$ cat config.mk
export PLATFORM = sky130hd
export DESIGN_NAME = cmp_timer_irq
export DESIGN_NICKNAME = d
export VERILOG_FILES = /design/src/rtl/tmr_pkg.sv /design/src/rtl/tmr_tick_gen.sv /design/src/rtl/tmr_count_reg.sv /design/src/rtl/tmr_irq_latch.sv /design/src/rtl/cmp_timer_irq.sv
export SDC_FILE = /design/constraint.sdc
export NUM_CORES = 1
export LEC_CHECK = 0
export ABC_AREA = 1
export BUFFER_PORTS_ARGS = -buffer_cell sky130_fd_sc_hd__buf_2
export CORE_UTILIZATION = 31
export CTS_BUF_LIST = sky130_fd_sc_hd__clkbuf_4 sky130_fd_sc_hd__clkbuf_8
export DETAILED_ROUTE_END_ITERATION = 12
export MAX_ROUTING_LAYER = met4
export SKIP_CTS_REPAIR_TIMING = 1
export SLEW_MARGIN = 20
export SYNTH_ARGS = -nofsm -noshare
export SYNTH_HDL_FRONTEND = slang
export SYNTH_SLANG_ARGS = --single-unit
$ cat constraint.sdc
create_clock -name clk -period 4.25 [get_ports clk]
set_input_delay 0.2125 -clock clk [delete_from_list [all_inputs] [get_ports clk]]
set_output_delay 0.2125 -clock clk [all_outputs]
set_load 0.05 [all_outputs]
$ cat src/rtl/tmr_pkg.sv
package tmr_pkg;

    localparam int ROUTE_W   = 3;
    localparam int NUM_LINES = 1 << ROUTE_W;

    typedef enum logic [1:0] {
        REG_COUNT   = 2'd0,
        REG_COMPARE = 2'd1,
        REG_CTRL    = 2'd2,
        REG_STATUS  = 2'd3
    } tmr_reg_e;

    typedef struct packed {
        logic [ROUTE_W-1:0] route;
        logic               freeze;
    } tmr_ctrl_t;

    function automatic logic [NUM_LINES-1:0] route_onehot(input logic [ROUTE_W-1:0] sel);
        logic [NUM_LINES-1:0] v;
        v = '0;
        v[sel] = 1'b1;
        return v;
    endfunction

endpackage

$ cat src/rtl/tmr_tick_gen.sv
module tmr_tick_gen #(
    parameter int PRESCALE = 2
) (
    input  logic clk,
    input  logic rst,
    input  logic run,
    input  logic restart,
    output logic tick
);
    generate
        if (PRESCALE <= 1) begin : g_direct
            assign tick = run;
        end else begin : g_div
            localparam int PW = $clog2(PRESCALE);
            localparam logic [PW-1:0] LAST = PW'(PRESCALE - 1);
            logic [PW-1:0] phase;

            always_ff @(posedge clk) begin
                if (rst || restart) begin
                    phase <= '0;
                end else if (run) begin
                    phase <= (phase == LAST) ? '0 : phase + 1'b1;
                end
            end

            assign tick = run && (phase == LAST);
        end
    endgenerate
endmodule

$ cat src/rtl/tmr_count_reg.sv
module tmr_count_reg #(
    parameter int CNT_W = 32
) (
    input  logic             clk,
    input  logic             rst,
    input  logic             tick,
    input  logic             cnt_load,
    input  logic             cmp_load,
    input  logic [CNT_W-1:0] wdata,
    output logic [CNT_W-1:0] count_q,
    output logic [CNT_W-1:0] compare_q,
    output logic             match
);
    logic [CNT_W-1:0] count_next;

    assign count_next = count_q + CNT_W'(1);

    always_ff @(posedge clk) begin
        if (rst) begin
            count_q <= '0;
        end else if (cnt_load) begin
            count_q <= wdata;
        end else if (tick) begin
            count_q <= count_next;
        end
    end

    always_ff @(posedge clk) begin
        if (rst) begin
            compare_q <= '0;
        end else if (cmp_load) begin
            compare_q <= wdata;
        end
    end

    // A match is an arrival: the tick must be the one that lands on compare.
    assign match = tick && !cnt_load && (count_next == compare_q);
endmodule

$ cat src/rtl/tmr_irq_latch.sv
module tmr_irq_latch
    import tmr_pkg::*;
(
    input  logic                 clk,
    input  logic                 rst,
    input  logic                 match,
    input  logic                 ack,
    input  logic [ROUTE_W-1:0]   route,
    output logic                 pending,
    output logic [NUM_LINES-1:0] lines
);
    always_ff @(posedge clk) begin
        if (rst) begin
            pending <= 1'b0;
        end else if (ack) begin
            pending <= 1'b0;     // acknowledge beats a simultaneous match
        end else if (match) begin
            pending <= 1'b1;
        end
    end

    assign lines = pending ? route_onehot(route) : '0;
endmodule

$ cat src/rtl/cmp_timer_irq.sv
module cmp_timer_irq
    import tmr_pkg::*;
#(
    parameter int CNT_W      = 32,
    parameter int PRESCALE   = 2,
    parameter bit HAS_STATUS = 1'b1
) (
    input  logic                 clk,
    input  logic                 rst,
    input  logic                 reg_we,
    input  logic [1:0]           reg_addr,
    input  logic [CNT_W-1:0]     reg_wdata,
    output logic [CNT_W-1:0]     reg_rdata,
    output logic [NUM_LINES-1:0] irq_lines
);
    localparam int CTRL_W = $bits(tmr_ctrl_t);

    tmr_reg_e         addr_e;
    tmr_ctrl_t        ctrl_q;
    logic             wr_count, wr_compare, wr_ctrl;
    logic             tick, match, pending, freeze_q;
    logic [CNT_W-1:0] count_q, compare_q;

    assign addr_e     = tmr_reg_e'(reg_addr);
    assign wr_count   = reg_we && (addr_e == REG_COUNT);
    assign wr_compare = reg_we && (addr_e == REG_COMPARE);
    assign wr_ctrl    = reg_we && (addr_e == REG_CTRL);
    assign freeze_q   = ctrl_q.freeze;

    always_ff @(posedge clk) begin
        if (rst) begin
            ctrl_q <= '0;
        end else if (wr_ctrl) begin
            ctrl_q <= tmr_ctrl_t'(reg_wdata[CTRL_W-1:0]);
        end
    end

    tmr_tick_gen #(.PRESCALE(PRESCALE)) u_tick (
        .clk     (clk),
        .rst     (rst),
        .run     (!ctrl_q.freeze),
        .restart (wr_count),
        .tick    (tick)
    );

    tmr_count_reg #(.CNT_W(CNT_W)) u_cnt (
        .clk       (clk),
        .rst       (rst),
        .tick      (tick),
        .cnt_load  (wr_count),
        .cmp_load  (wr_compare),
        .wdata     (reg_wdata),
        .count_q   (count_q),
        .compare_q (compare_q),
        .match     (match)
    );

    tmr_irq_latch u_irq (
        .clk     (clk),
        .rst     (rst),
        .match   (match),
        .ack     (wr_compare),
        .route   (ctrl_q.route),
        .pending (pending),
        .lines   (irq_lines)
    );

    logic status_bit;
    generate
        if (HAS_STATUS) begin : g_status
            assign status_bit = pending;
        end else begin : g_no_status
            assign status_bit = 1'b0;
        end
    endgenerate

    always_comb begin
        unique case (addr_e)
            REG_COUNT:   reg_rdata = count_q;
            REG_COMPARE: reg_rdata = compare_q;
            REG_CTRL:    reg_rdata = CNT_W'(ctrl_q);
            default:     reg_rdata = CNT_W'(status_bit);
        endcase
    end
endmodule

==> flow_metrics.env, run 1 <==
export IMPL_syn_inst=778
export IMPL_yosys_area_share_xor_xnor_pct=3.44
export IMPL_grt_start_max_net_pins=64
export IMPL_n_fill_cell=1610
export IMPL_yosysTopAreaCell="dfxtp_1"
export IMPL_worstPathMaxFanout=29
export IMPL_clock_latency_ns=0.38
export IMPL_crit_path_start_kind="input pin"
export IMPL_dr_pass1_iters=4
export IMPL_synth_distinct_cells=32
export IMPL_syn_cell_area_sq_um=4650
export IMPL_synth_top_cell_area_share_pct=30.1
export IMPL_cts_buffers=9
export IMPL_end_kind="primary output"
export IMPL_finalCritPeriodShare_pct=68.0
export IMPL_cts_tree="done"
export IMPL_multi_input_area_sq_um=2840
export IMPL_grtUsageTotal_pct=20.9
export IMPL_final_setup_tns_ns=0
export IMPL_synth_compound_area_share_pct=16.8
export IMPL_die_h_um=125
export IMPL_setup_violations=0
export IMPL_antenna_found_initial=0
export IMPL_clockBufferDepth=2
export IMPL_drv_slew=0
export IMPL_worstPathArrival_ns=2.68
export IMPL_layout_min_cycle_time_ns=2.89
export IMPL_yosys_top_cells_area="dfxtp_1 (30%), nand2_1 (22%), nand3_1 (8.8%)"
export IMPL_drt_iter0_drc=350
export IMPL_yosys_warnings=0
export IMPL_placedCellCount=1009
export IMPL_yosys_area_share_simple_pct=40.2
export IMPL_slew_headroom_pct=29.7
export IMPL_maxCapViolCount=0
export IMPL_instances_no_fill=1023
export IMPL_grt_pass1_wl_um=25000
export IMPL_ir_worst_vdd_mv=0.122
export IMPL_drcViolationCount=0
export IMPL_overflow=0
export IMPL_muxShareOfSynthArea_pct=0
export IMPL_fin_ws_ns=1.36
export IMPL_io_buffers=76
export IMPL_status="finished clean"
export IMPL_drt_wirelength_per_cell_um=14.9
export IMPL_ys_seq_area_share_pct=30.1
export IMPL_postRouteAntennaNets=0
export IMPL_synth_adder_area_share_pct=0.269
export IMPL_cp_required_ns=4.04
export IMPL_avgSynthCellArea_sq_um=5.98
export IMPL_gp_congestion=0.872
export IMPL_root_buffer="clkbuf_8"
export IMPL_power_density_nw_per_um2=284
export IMPL_synth_top_family_by_area="simple AND/OR/NAND/NOR gates"
export IMPL_critPathKind="in -> out"
export IMPL_timing_hold_ws_ns=0.115
export IMPL_regArea_sq_um=1400
export IMPL_worstHoldPathType="in -> reg"
export IMPL_hold_viol_final=0
export IMPL_final_cell_mix="nand2_1 (270), nand3_1 (82), inv_1 (77), buf_2 (76)"
export IMPL_rows=44
export IMPL_power_leakage_uw=0.00218
export IMPL_htreeDepth=3
export IMPL_worst_pin_slew_ns=1.05
export IMPL_grt_pass1_vias=4944
export IMPL_ys_ff_latch=70
export IMPL_nets=874
export IMPL_pre_cts_ws_ns=1.76
export IMPL_dp_hpwl_um=11200
export IMPL_start_util_pct=31.9
export IMPL_via_count=5136
export IMPL_vias_per_cell=5.02
export IMPL_fin_util_pct=36.7
export IMPL_syn_to_final_growth_pct=15.1
export IMPL_layout_drive_gt1_share_pct=13.5
export IMPL_die_x_um=125
export IMPL_ios=77
export IMPL_max_freq_ghz=0.346
export IMPL_min_path_cells=3
export IMPL_floorplan_core_area_sq_um=14600
export IMPL_diodes=0
export IMPL_drt_wl_total_um=15300
export IMPL_ff2ff_path_depth=12
export IMPL_clock_sinks=70
export IMPL_design_die_area_sq_um=15500
export IMPL_rsz0062_at_grt="false"
export IMPL_synth_nets=816
export IMPL_final_common_cell="nand2_1"
export IMPL_path_clk_slew_ns=0.08
export IMPL_skew_ns=0.0127
[state kept, by name (all words and copies together), names as in the netlist]
| signal | cells |
|---|---|
| ctrl_q | 3 |
| freeze_q | 1 |
| u_cnt.compare_q | 32 |
| u_cnt.count_q | 32 |
| u_irq.pending | 1 |
| u_tick.g_div.phase | 1 |
[Yosys cell counts]
| cell | n |
|---|---|
| xor2_1 | 4 |
| ha_1 | 1 |
| nor2_2 | 3 |
| o211ai_1 | 1 |
| clkbuf_1 | 24 |
| a22oi_1 | 1 |
| nand2_1 | 271 |
| o22ai_1 | 25 |
| a21oi_1 | 38 |
| nand2_4 | 2 |
| nor2_8 | 1 |
| or2_2 | 2 |
| o21ai_1 | 3 |
| nand4_1 | 1 |
| nor2_1 | 70 |
| buf_1 | 3 |
| o2111ai_1 | 1 |
| nand3_2 | 1 |
| dfxtp_1 | 70 |
| nand2_2 | 3 |
| o221ai_1 | 2 |
| inv_2 | 2 |
| inv_1 | 79 |
| nand3_1 | 82 |
| xnor2_1 | 4 |
| and2_1 | 1 |
| o21ai_0 | 41 |
| nor2_4 | 5 |
| nand3b_1 | 1 |
| a31oi_1 | 28 |
| buf_2 | 4 |
| xnor3_1 | 4 |
[per-stage QoR]
step	area, sq um	power, uW
after CTS	5350	1540
final	5350	1520
after detailed placement	5170	1020
after global routing	5350	1600
after global placement	5170	1020
after floorplan	4650	924
[critical path, stage by stage]
cell      delay [ns]
buf_2           0.10
inv_1           0.06
nor2_1          0.43
clkinv_1        0.98
o22ai_1         0.55
buf_2           0.34
[logic make-up after synthesis]
group,count (synthesis)
and+or+nand+nor,443
AOI/OAI and AO/OA,140
buffers and inverters,112
DFF,70
xor gates and xnor gates,12
adders and majority gates,1
[path summary, 6_finish.rpt]
check | start | endpoint | slack, ns
worst min-delay path | reg_wdata[26] | u_cnt.count_q[26] | 0.12
worst min register to register | u_cnt.compare_q[21] | u_cnt.compare_q[21] | 0.47
worst max-delay path | reg_addr[0] | reg_rdata[31] | 1.36
worst max register to register | u_cnt.count_q[10] | u_irq.pending | 2.01
[report_power, final]
part           total, uW  internal, uW  switching (uW)
Clock                518           259             259
Sequential           719           688            31.5
Combinational        284          86.1             198
Total               1520          1030             489
[routing by layer]
metal | vias to the layer above | track usage, % | share of wire (%)
li1 | 2661 | - | -
met1 | 2288 | 26.8 | 48
met2 | 154 | 31.9 | 45
met3 | 33 | 3.74 | 4.8
met5 | - | - | 0
met4 | 0 | 9.50 | 3.0
[cell type report]
cell class / count / area share (%)
clock buffer: 13 / 3.23
clock inverter: 1 / 0.0935
inverter: 81 / 5.68
multi-input combinational: 596 / 53.1
sequential: 70 / 26.2
tap: 184 / 4.30
timing repair buffer: 78 / 7.39
No activity file was read; power rests on OpenSTA's default activity.
==> run 2: changes to the inputs <==
==> constraint.sdc (replaced) <==
create_clock -name clk -period 2.9 [get_ports clk]
set_input_delay 0.145 -clock clk [delete_from_list [all_inputs] [get_ports clk]]
set_output_delay 0.145 -clock clk [all_outputs]
set_load 0.05 [all_outputs]
==> run 2 against run 1 <==
Compared with the run above: flip-flop and latch count is the same; design area is 1.3% higher; die area did not move; combinational power rose by 52%; critical endpoint is now u_irq.pending; largest cell class unchanged; highest routed layer unchanged.
==> flow_metrics.env, run 2 (same netlist as run 1, synthesis figures left out) <==
export IMPL_status="finished clean"
export IMPL_crit_path_start_kind="flip-flop"
export IMPL_layout_min_cycle_time_ns=2.25
export IMPL_n_fill_cell=1620
export IMPL_critPathKind="reg -> reg"
export IMPL_rows=44
export IMPL_grtUsageTotal_pct=21.5
export IMPL_critical_path_max_stage_delay_ns=0.44
export IMPL_crit_top_cell="nand2_1"
export IMPL_vias_per_cell=5.05
export IMPL_final_common_cell="nand2_1"
export IMPL_antenna_found_initial=0
export IMPL_power_uw=2290
export IMPL_drt_wl_total_um=15900
export IMPL_grt_start_max_net_pins=64
export IMPL_die_x_um=125
export IMPL_postPlaceCellArea_sq_um=5230
export IMPL_postRouteAntennaNets=0
export IMPL_grt_pass1_wl_um=25700
export IMPL_floorplan_core_area_sq_um=14600
export IMPL_die_h_um=125
export IMPL_dp_hpwl_um=11600
export IMPL_end_kind="flip-flop"
export IMPL_drv_slew=0
export IMPL_root_buffer="clkbuf_8"
export IMPL_power_density_nw_per_um2=422
export IMPL_syn_to_final_growth_pct=16.6
export IMPL_cp_required_ns=3.21
export IMPL_worst_pin_slew_ns=0.640
export IMPL_ios=77
export IMPL_dr_pass1_iters=5
export IMPL_maxCapViolCount=0
export IMPL_final_setup_tns_ns=0
export IMPL_design_die_area_sq_um=15500
export IMPL_skew_ns=0.00793
export IMPL_start_util_pct=31.9
export IMPL_ir_worst_vdd_mv=0.309
export IMPL_drt_iter0_drc=353
export IMPL_clock_sinks=70
export IMPL_largestRegisters="u_cnt.compare_q (32), u_cnt.count_q (32), ctrl_q (3)"
export IMPL_drt_wirelength_per_cell_um=15.4
export IMPL_drcViolationCount=0
export IMPL_setup_violations=0
export IMPL_layout_drive_gt1_share_pct=14.5
export IMPL_timing_hold_ws_ns=0.0473
export IMPL_finalCritPeriodShare_pct=77.5
export IMPL_worstPathMaxFanout=6
export IMPL_power_leakage_uw=0.00223
export IMPL_hold_viol_final=0
export IMPL_htreeDepth=3
export IMPL_worstPathArrival_ns=2.56
export IMPL_worstHoldPathType="in -> reg"
export IMPL_path_cells="ha_1 -> nand2_2 -> nor2_8 -> nand2_2 -> nor2_4 -> nand2_1 -> nand2_1 -> nand2_1 -> nand2_1 -> nand2_1 -> nor2_1 -> nand2_1 -> nor2_1 -> nand3_1 -> a21oi_1"
export IMPL_slew_headroom_pct=57.3
export IMPL_cp_slowest_cell="dfxtp_1"
export IMPL_critical_path_top_delay_family="simple AND/OR/NAND/NOR gates"
export IMPL_crit_buf_inv=0
export IMPL_cts_buffers=9
export IMPL_gp_congestion=0.938
export IMPL_rsz0062_at_grt="false"
export IMPL_io_buffers=76
export IMPL_diodes=0
export IMPL_nets=883
export IMPL_clock_latency_ns=0.38
export IMPL_final_cell_mix="nand2_1 (270), nand3_1 (82), inv_1 (79), buf_2 (76)"
export IMPL_path_clk_slew_ns=0.07
export IMPL_cts_tree="done"
export IMPL_overflow=0
export IMPL_max_freq_ghz=0.445
export IMPL_grt_pass1_vias=4953
export IMPL_clockBufferDepth=2
export IMPL_via_count=5212
export IMPL_fin_area_sq_um=5420
run 2: cell types whose count changed in the layout (fill, tap and decap cells not counted), sizes merged:
cell / delta
buf: +9
clkinv: -3
clkbuf: +2
inv: +2
run 2: power by group:
| part | internal, uW | switching, uW |
|---|---|---|
| clock network | 420 | 382 |
| logic | 135 | 297 |
| registers | 1010 | 46.6 |
| total | 1560 | 726 |
run 2: metrics by stage:
step	cells	setup slack, ns	util (%)
global route	1033	0.378	37.2
finish	1033	0.654	37.2
detailed placement	1018	0.660	35.8
global placement	1018	0.691	35.8
floorplan	778	0.938	-
CTS	1033	0.652	37.2
run 2: worst min-delay path, delay by kind of cell:
family          cells  cell delay, ns
simple gates        1            0.06
buf+inv             1            0.10
compound gates      1            0.07
run 2: path summary, 6_finish.rpt:
| check | start | to | slack, ns | cells after the start |
|---|---|---|---|---|
| worst min register to register | u_cnt.compare_q[12] | u_cnt.compare_q[12] | 0.48 | 2 |
| worst max register to register | u_cnt.count_q[0] | u_irq.pending | 0.65 | 15 |
| worst max-delay path | u_cnt.count_q[0] | u_irq.pending | 0.65 | 15 |
| worst min-delay path | reg_wdata[18] | u_cnt.count_q[18] | 0.05 | 3 |
run 2: routing by layer:
layer | GRT usage [%] | part of all wire, %
met5 | - | 0
met4 | 6.73 | 2.0
met3 | 4.73 | 6.5
met2 | 33.1 | 45
met1 | 28.0 | 46
run 2: area by class of cell:
class / count / area (sq um) / area share, %
Inverter: 81 / 304 / 5.61
Tap cell: 184 / 230 / 4.24
Clock buffer: 15 / 194 / 3.58
Sequential cell: 70 / 1400 / 25.8
Multi-Input combinational cell: 596 / 2830 / 52.2
Timing Repair Buffer: 87 / 463 / 8.54
==> run 3: changes to the inputs <==
==> constraint.sdc (replaced) <==
create_clock -name clk -period 2.1 [get_ports clk]
set_input_delay 0.105 -clock clk [delete_from_list [all_inputs] [get_ports clk]]
set_output_delay 0.105 -clock clk [all_outputs]
set_load 0.05 [all_outputs]
==> run 3 against run 2 <==
Compared with the run above: critical path depth unchanged; setup slack worse by 0.51 ns; routed wire length grew 0.54%; utilization rose by 3.1 points; flip-flop and latch count unchanged; register-to-register slack worse by 0.51 ns; fmax rose by 15%; non-clock buffer count increased by 40; count of clock-buffer cells in the layout shrank 3.
==> flow_metrics.env, run 3 (same netlist as run 1, synthesis figures left out) <==
export IMPL_status="finished clean"
export IMPL_drv_slew=0
export IMPL_io_buffers=76
export IMPL_rows=44
export IMPL_floorplan_core_area_sq_um=14600
export IMPL_hold_viol_final=0
export IMPL_skew_ns=0.0139
export IMPL_critPathKind="reg -> reg"
export IMPL_cp_required_ns=2.41
export IMPL_diodes=0
export IMPL_via_count=5386
export IMPL_crit_start="u_cnt.count_q[1]"
export IMPL_n_fill_cell=1579
export IMPL_dr_pass1_iters=5
export IMPL_clock_power_share_pct=35.7
export IMPL_instances_no_fill=1074
export IMPL_grt_pass1_wl_um=26000
export IMPL_die_h_um=125
export IMPL_grt_pass1_vias=5182
export IMPL_clock_sinks=70
export IMPL_final_cell_mix="nand2_1 (258), nand3_1 (81), inv_1 (79), buf_2 (76), dfxtp_1 (59)"
export IMPL_worstPathMaxFanout=7
export IMPL_timing_reg2reg_setup_slack_ns=0.15
export IMPL_worstHoldPathType="in -> reg"
export IMPL_rsz0062_at_grt="true"
export IMPL_ios=77
export IMPL_drt_wirelength_per_cell_um=14.9
export IMPL_die_x_um=125
export IMPL_layout_drive_gt1_share_pct=23.1
export IMPL_crit_path_start_kind="flip-flop"
export IMPL_final_common_cell="nand2_1"
export IMPL_placedCellCount=1044
export IMPL_maxCapViolCount=0
export IMPL_start_util_pct=31.9
export IMPL_htreeDepth=3
export IMPL_p_comb_share_pct=19.9
export IMPL_layout_min_cycle_time_ns=1.95
export IMPL_setup_violations=0
export IMPL_power_leakage_uw=0.00249
export IMPL_switchingPower_uw=1030
export IMPL_nets=923
export IMPL_design_die_area_sq_um=15500
export IMPL_drt_iter0_drc=353
export IMPL_worstPathArrival_ns=2.26
export IMPL_multi_input_area_sq_um=2960
export IMPL_antenna_found_initial=0
export IMPL_path_clk_slew_ns=0.07
export IMPL_power_density_nw_per_um2=555
export IMPL_switching_share_pct=31.6
export IMPL_cts_buffers=9
export IMPL_gp_congestion=0.894
export IMPL_root_buffer="clkbuf_8"
export IMPL_dp_hpwl_um=12200
export IMPL_grt_start_max_net_pins=40
export IMPL_vias_per_cell=5.01
export IMPL_final_setup_tns_ns=0
export IMPL_regArea_sq_um=1420
export IMPL_postRouteAntennaNets=0
export IMPL_setup_worst_path_end="u_irq.pending"
export IMPL_r2r_start="u_cnt.count_q[1]"
export IMPL_ir_worst_vdd_mv=0.270
export IMPL_max_freq_ghz=0.512
export IMPL_overflow=0
export IMPL_ff2ff_path_depth=15
export IMPL_clockBufferDepth=2
export IMPL_p_seq_share_pct=44.4
export IMPL_end_kind="flip-flop"
export IMPL_pre_cts_ws_ns=-0.0210
export IMPL_drcViolationCount=0
export IMPL_worst_pin_slew_ns=0.869
export IMPL_clock_latency_ns=0.38
export IMPL_syn_to_final_growth_pct=26.4
export IMPL_fin_ws_ns=0.146
export IMPL_fin_util_pct=40.3
export IMPL_finalCritPeriodShare_pct=93.1
export IMPL_r2r_end="u_irq.pending"
export IMPL_grtUsageTotal_pct=21.6
export IMPL_largestRegisters="u_cnt.compare_q (32), u_cnt.count_q (32), ctrl_q (3)"
export IMPL_cts_tree="done"
export IMPL_intPower_uw=2230
export IMPL_slew_headroom_pct=42.0
export IMPL_drt_wl_total_um=16000
run 3: layer usage:
layer	wire, um	GRT usage, %	vias to the layer above
met1	7410	26.9	2465
met5	0	-	-
li1	-	-	2757
met2	7430	35.1	139
met4	363	7.37	0
met3	771	3.95	25
run 3: area by class of cell:
cell class | count | area share [%]
clock buffer | 12 | 2.70
clock inverter | 4 | 0.766
inverter | 81 | 5.17
multi-input combinational | 596 | 50.3
sequential | 70 | 24.1
tap | 184 | 3.91
timing repair buffer | 127 | 13.0
run 3: metrics by stage:
stage	total power [uW]	instance area [sq um]	hold WS, ns
floorplan	1870	4650	0.211
global placement	2100	5430	0.396
detailed placement	2100	5430	0.400
CTS	3270	5630	0.000391
global route	3430	5880	0.0102
finish	3260	5880	0.00891
run 3: power groups by stage:
stage	Clock, uW	Sequential (uW)	Combinational [uW]
after global routing	1250	1460	721
final	1170	1450	650
after detailed placement	0	1470	631
after CTS	1190	1440	633
after global placement	0	1470	631
after floorplan	0	1460	409
run 3: worst min path at each step:
stage | depth (start not counted) | from | to | slack, ns
after floorplan | 1 | rst | u_cnt.count_q[4] | 0.21
after global placement | 3 | reg_wdata[27] | u_cnt.count_q[27] | 0.40
after detailed placement | 3 | reg_wdata[5] | u_cnt.count_q[5] | 0.40
after CTS | 3 | reg_wdata[20] | u_cnt.count_q[20] | 0.0004
after global routing | 3 | reg_wdata[22] | u_cnt.count_q[22] | 0.01
final | 3 | reg_wdata[5] | u_cnt.count_q[5] | 0.009
run 3: worst max-delay path, cell delays in order (launching register included):
cell and delay [ns]:
dfxtp_4 0.38, ha_4 0.16, nand2_4 0.07, nor2_8 0.18
nand2_4 0.10, nor2_4 0.17, nand2_1 0.09, nand2_2 0.09
nand2_1 0.05, nand2_1 0.05, nand2_1 0.05, nor2_1 0.08
nand2_1 0.07, nor2_2 0.13, nand3_1 0.09, a21oi_1 0.14
